### src/rtl/fdp_pkg.sv
package fdp_pkg;
  typedef enum logic [2:0] {
    ST_HDR,
    ST_LEN,
    ST_PAY,
    ST_CRCL,
    ST_CRCH,
    ST_READ
  } fdp_state_t;

  // bit-reversed form of x^16+x^12+x^5+1
  localparam logic [15:0] FDP_POLY_REV = 16'h8408;
endpackage

### src/rtl/fdp_crc.sv
module fdp_crc #(
  parameter int DW = 8,
  parameter int CW = 16,
  parameter logic [CW-1:0] POLY_REV = fdp_pkg::FDP_POLY_REV
) (
  input  logic          clk,
  input  logic          rst,
  input  logic          clr,
  input  logic          en,
  input  logic [DW-1:0] din,
  output logic [CW-1:0] crc
);
  logic [CW-1:0] nxt;

  // LSB-first serial division, unrolled over one byte
  always_comb begin
    nxt = crc ^ CW'(din);
    for (int i = 0; i < DW; i++) begin
      if (nxt[0]) nxt = (nxt >> 1) ^ POLY_REV;
      else        nxt = nxt >> 1;
    end
  end

  always_ff @(posedge clk) begin
    if (rst || clr) crc <= '0;
    else if (en)    crc <= nxt;
  end

  AST_CRC_HOLD: assert property (@(posedge clk) disable iff (rst)
    (!en && !clr) |=> $stable(crc));
  AST_CRC_CLEARED: assert property (@(posedge clk) disable iff (rst)
    clr |=> (crc == '0));
endmodule

### src/rtl/fdp_ram.sv
module fdp_ram #(
  parameter int AW = 8,
  parameter int DW = 8
) (
  input  logic          clk,
  input  logic          rst,
  input  logic          we,
  input  logic [AW-1:0] waddr,
  input  logic [DW-1:0] wdata,
  input  logic          re,
  input  logic [AW-1:0] raddr,
  output logic [DW-1:0] rdata
);
  localparam int DEPTH = 1 << AW;

  logic [DW-1:0] mem [DEPTH];

  always_ff @(posedge clk) begin
    if (we) mem[waddr] <= wdata;
  end

  // registered read port with resettable output register
  always_ff @(posedge clk) begin
    if (rst)     rdata <= '0;
    else if (re) rdata <= mem[raddr];
  end

  AST_WADDR_KNOWN: assert property (@(posedge clk) disable iff (rst)
    we |-> !$isunknown(waddr));
endmodule

### src/rtl/frame_depacker.sv
module frame_depacker #(
  parameter int AW      = 8,
  parameter int DW      = 8,
  parameter int HDR_LEN = 5
) (
  input  logic          clk,
  input  logic          rst,
  input  logic          rts,
  input  logic [DW-1:0] din,
  output logic          rtr,
  input  logic          req,
  input  logic [AW-1:0] addr,
  output logic          ack,
  output logic [DW-1:0] rdata
);
  import fdp_pkg::*;

  localparam int             HCW       = $clog2(HDR_LEN + 1);
  localparam logic [AW-1:0]  A_LEN     = AW'(1) << (AW - 1);
  localparam logic [AW-1:0]  A_CRCL    = A_LEN + AW'(1);
  localparam logic [AW-1:0]  A_CRCH    = A_LEN + AW'(2);
  localparam logic [AW-1:0]  A_STAT    = '1;
  localparam logic [HCW-1:0] HDR_LAST  = HCW'(HDR_LEN - 1);

  fdp_state_t     state;
  logic [HCW-1:0] hcnt;
  logic [DW-1:0]  dcnt;
  logic [15:0]    crc;

  logic           rx_phase, take, rd_take, rd_exit;
  logic           we;
  logic [AW-1:0]  waddr;
  logic [DW-1:0]  wdata;

  assign rx_phase = (state == ST_HDR) || (state == ST_LEN) || (state == ST_PAY);
  assign take     = rx_phase && rts && !rtr;
  assign rd_take  = (state == ST_READ) && req && !ack;
  assign rd_exit  = rd_take && (addr == A_STAT);

  // write-side address and data multiplexers
  always_comb begin
    we    = 1'b0;
    waddr = A_LEN;
    wdata = din;
    unique case (state)
      ST_LEN:  begin we = take; waddr = A_LEN; wdata = din; end
      ST_PAY:  begin we = take; waddr = AW'(dcnt - 1'b1); wdata = din; end
      ST_CRCL: begin we = 1'b1; waddr = A_CRCL; wdata = DW'(crc[7:0]); end
      ST_CRCH: begin we = 1'b1; waddr = A_CRCH; wdata = DW'(crc[15:8]); end
      default: ;
    endcase
  end

  always_ff @(posedge clk) begin
    if (rst) begin
      state <= ST_HDR;
      hcnt  <= '0;
      dcnt  <= '0;
      rtr   <= 1'b0;
      ack   <= 1'b0;
    end else begin
      rtr <= take;
      ack <= rd_take;
      unique case (state)
        ST_HDR: if (take) begin
          hcnt <= hcnt + 1'b1;
          if (hcnt == HDR_LAST) state <= ST_LEN;
        end
        ST_LEN: if (take) begin
          dcnt  <= din;
          state <= (din == '0) ? ST_CRCL : ST_PAY;
        end
        ST_PAY: if (take) begin
          dcnt <= dcnt - 1'b1;
          if (dcnt == DW'(1)) state <= ST_CRCL;
        end
        ST_CRCL: state <= ST_CRCH;
        ST_CRCH: state <= ST_READ;
        ST_READ: if (rd_exit) begin
          state <= ST_HDR;
          hcnt  <= '0;
        end
        default: state <= ST_HDR;
      endcase
    end
  end

  fdp_crc #(.DW(DW), .CW(16)) u_crc (
    .clk (clk),
    .rst (rst),
    .clr (rd_exit),
    .en  (take && (state == ST_PAY)),
    .din (din),
    .crc (crc)
  );

  fdp_ram #(.AW(AW), .DW(DW)) u_ram (
    .clk   (clk),
    .rst   (rst),
    .we    (we),
    .waddr (waddr),
    .wdata (wdata),
    .re    (rd_take),
    .raddr (addr),
    .rdata (rdata)
  );

  AST_RTR_ONE_CYCLE: assert property (@(posedge clk) disable iff (rst)
    rtr |=> !rtr);
  AST_RTR_FROM_RTS: assert property (@(posedge clk) disable iff (rst)
    rtr |-> $past(rts));
  AST_ACK_ONE_CYCLE: assert property (@(posedge clk) disable iff (rst)
    ack |=> !ack);
  AST_ACK_FROM_REQ: assert property (@(posedge clk) disable iff (rst)
    ack |-> $past(req));
  AST_NO_RTR_IN_READ: assert property (@(posedge clk) disable iff (rst)
    (state == ST_READ) |-> !rtr);
  AST_NO_ACK_IN_RX: assert property (@(posedge clk) disable iff (rst)
    (state != ST_READ && $past(state) != ST_READ) |-> !ack);
  AST_PAY_CNT_NONZERO: assert property (@(posedge clk) disable iff (rst)
    (state == ST_PAY) |-> (dcnt != '0));
  AST_HDR_BOUND: assert property (@(posedge clk) disable iff (rst)
    (state == ST_HDR) |-> (hcnt <= HDR_LAST));
endmodule

### config.mk
export PLATFORM = sky130hd
export DESIGN_NAME = frame_depacker
export DESIGN_NICKNAME = d
export VERILOG_FILES = /design/src/rtl/fdp_pkg.sv /design/src/rtl/fdp_crc.sv /design/src/rtl/fdp_ram.sv /design/src/rtl/frame_depacker.sv
export SDC_FILE = /design/constraint.sdc
export NUM_CORES = 2
export LEC_CHECK = 0
export CAP_MARGIN = 0
export CORE_UTILIZATION = 30
export DETAILED_ROUTE_END_ITERATION = 10
export PLACE_DENSITY_LB_ADDON = 0.2
export RECOVER_POWER = 50
export SLEW_MARGIN = 25
export SYNTH_ARGS = -nofsm -noshare
export SYNTH_HDL_FRONTEND = slang
export SYNTH_SLANG_ARGS = --single-unit
### constraint.sdc
create_clock -name clk -period 6.1 [get_ports clk]
set_input_delay 1.83 -clock clk [delete_from_list [all_inputs] [get_ports clk]]
set_output_delay 1.83 -clock clk [all_outputs]
set_load 0.02 [all_outputs]
==> metrics <==
DR vias around 41k; post-synth top area share about 75%; Final Util around a third; initial core utilization a little under a third; num ports 30; Max-Cap Viols 12; area delta synth->final 15.7%; clk buf depth 3; placed insts ~7.6k; failing checks max-capacitance violations, max-slew violations; prevailing post-synth register cell edfxtp_1; fin crit share 89.3%; hold-fix buffers at CTS 0; Mapped Avg Cell Area around 21 µm²; final instance area roughly 95000 µm²; pwr dens between 300 and 400 nW/µm²; most frequent cell after synthesis edfxtp_1; total grt overflow 0; Hold Vio Cnt, Final 0; Slew @ Worst Pin ~3.2 ns; FP Rows about 190; final setup violation count 0; crit path DAT roughly 6 ns; Synth Area in Compound Gates under 10%; Final Max Slew Viols 535; Setup Buffers After CTS 0; Setup crit end kind flip-flop; Die Height about 520 µm; Netlist cell types 65; Mapped Nets 3992; top cells by count, synth edfxtp_1, mux4_2, nor2_1; hold slack final approximately 0.48 ns; Die ar. approximately 280000 µm²; Max FO, Critical Path 53; IO Port Bufs 29; First-pass DRT Iterations 6; initial antenna violation count 18; f_max 183 MHz; TritonCTS clock tree yes; clock latency on the worst-skew pair between 0.8 and 0.9 ns; largest net degree at the start of global routing 118; layout cells sized above 1 between 20% and 30%; Die X around 520 µm; status finished with violations; Tmin final around 5.5 ns; via-per-instance ratio roughly 5.2; Yosys reg bits roughly 2.1k; Hold Crit Class reg2reg; first-pass GRT wire length about 340 mm; placed cell areas 88300 µm²; Critical Path RT between 6 and 7 ns; WS Path Type in2reg; RD Place Congestion between 0.8 and 0.9; Mapped Cells ~4k; Power, Total 30100 µW; routing usage on met1 between 20% and 30%; synth top area cells edfxtp_1, mux4_2, mux2i_1; Antenna Nets Post-Route 0; RSZ-0062 raised after global routing no; Leak Pwr roughly 0.029 µW; H-tree level count 4; Syn. warnings 0; GR peak layer met2; largest family of logic cells by synthesized area multiplexers; Simple-Gate Fraction of Synth Area about 3.2%; area leader, netlist edfxtp_1; grt met2 use between 20% and 30%; clk slew on worst S/H paths ~0.06 ns; Global Route Usage Sum between 10% and 20%; Worst Setup Start Kind input pin; 1st-iter DRT viols 4306; number of enable flip-flop cells after synthesis 2048; Seq/Total Area, Yosys 76.1%; Final nets around 4.3k; clock skew approximately 0.066 ns; DP HPWL ~150 mm; Slew HR -115%; ys async rst share 0%; post-synthesis adder-cell area fraction less than 1%; final wirelength around 240 mm; Cell Count, Final, Fillers Out 8020; wire length per cell about 30 µm; post_cts resized 0; Core ar. 271000 µm²; post-synthesis xor/xnor area fraction 0.342%; share of synthesized area spent on multiplexers between 15 and 20%; VDD IR-drop max between 0.0002 and 0.0003 V; total CTS buffers roughly 220; # DRC 0; vias in the first global route about 42k; clock root cell clkbuf_16; Clock Sinks between 2k and 2.5k; Mapped Area roughly 82000 µm²; Global Route met3 Usage between 2 and 3%
==> final cells by class <==
class / count / area (µm²)
multi-input cells: 1634 / 18400
fillers: 25400 / 176000
flip-flops and latches: 2088 / 62300
clock buffers: 284 / 5710
inverters: 10 / 43.8
diodes: 4 / 10.0
well taps: 3570 / 4470
repair buffers: 318 / 2790
clock inverters: 112 / 1040
==> registers in the layout, summed over array words and instances, names as in the netlist <==
| signal | count |
|---|---|
| rtr | 1 |
| u_ram.rdata | 8 |
| ack | 1 |
| u_crc.crc | 16 |
| u_ram.mem | 2048 |
| state | 3 |
| hcnt | 3 |
| dcnt | 8 |
==> worst max-delay path, stage by stage <==
cell	delay, ns
dlygate4sd3_1	0.75
a22o_1	0.20
a22oi_1	0.09
nand2_1	1.94
clkbuf_2	0.98
==> final timing paths <==
kind	end	cells after the start	startpoint	slack, ns
min reg2reg	u_crc.crc[0]	2	u_crc.crc[0]	0.48
min	u_crc.crc[0]	2	u_crc.crc[0]	0.48
max reg2reg	u_ram.mem[135][4]	5	state[0]	1.00
max	u_ram.mem[135][4]	5	din[4]	0.65
==> routing by layer <==
layer  vias to the layer above  routed length (µm)
met5                         -                  27
met4                         4                6990
met3                       296               14300
met2                      1428              115000
met1                     22600              107000
li1                      17100                   -
==> cell usage in the layout, fill, tap and decap left out, types with 17 or more instances in the layout <==
master	instances
dfxtp_1	40
o211ai_1	24
nand3b_1	17
nor2_1	327
nand3_1	28
a211oi_1	20
clkbuf_16	216
nand2b_1	17
buf_4	203
a221oi_1	34
buf_12	40
a21oi_1	49
o21ai_0	50
mux2i_1	151
clkinv_2	39
mux4_2	511
nor3_1	17
edfxtp_1	2048
clkbuf_1	103
nand2_1	116
clkinv_1	44
a31oi_1	18
xnor2_1	21
a22oi_1	72
==> logic make-up after synthesis <==
logic type | after synthesis
AO/OA/AOI/OAI | 332
XOR/XNOR | 32
adder cells (fa/ha/maj) | 4
buffers and inverters | 246
flip-flops | 2088
multiplexers | 666
AND/OR/NAND/NOR | 600
==> power breakdown <==
group,leakage [µW],internal [µW],total [µW],switching [µW]
Sequential,0.0187,15800,15800,2.99
Combinational,0.00717,531,1560,1030
Clock,0.00330,7140,12800,5630
==> through the flow <==
step	setup WS [ns]	setup TNS, ns
finish	0.650	0
global route	0.512	0
CTS	1.34	0
detailed placement	0.397	0
global placement	-0.194	-0.194
floorplan	0.217	0
(Power assumes the default switching activity.)
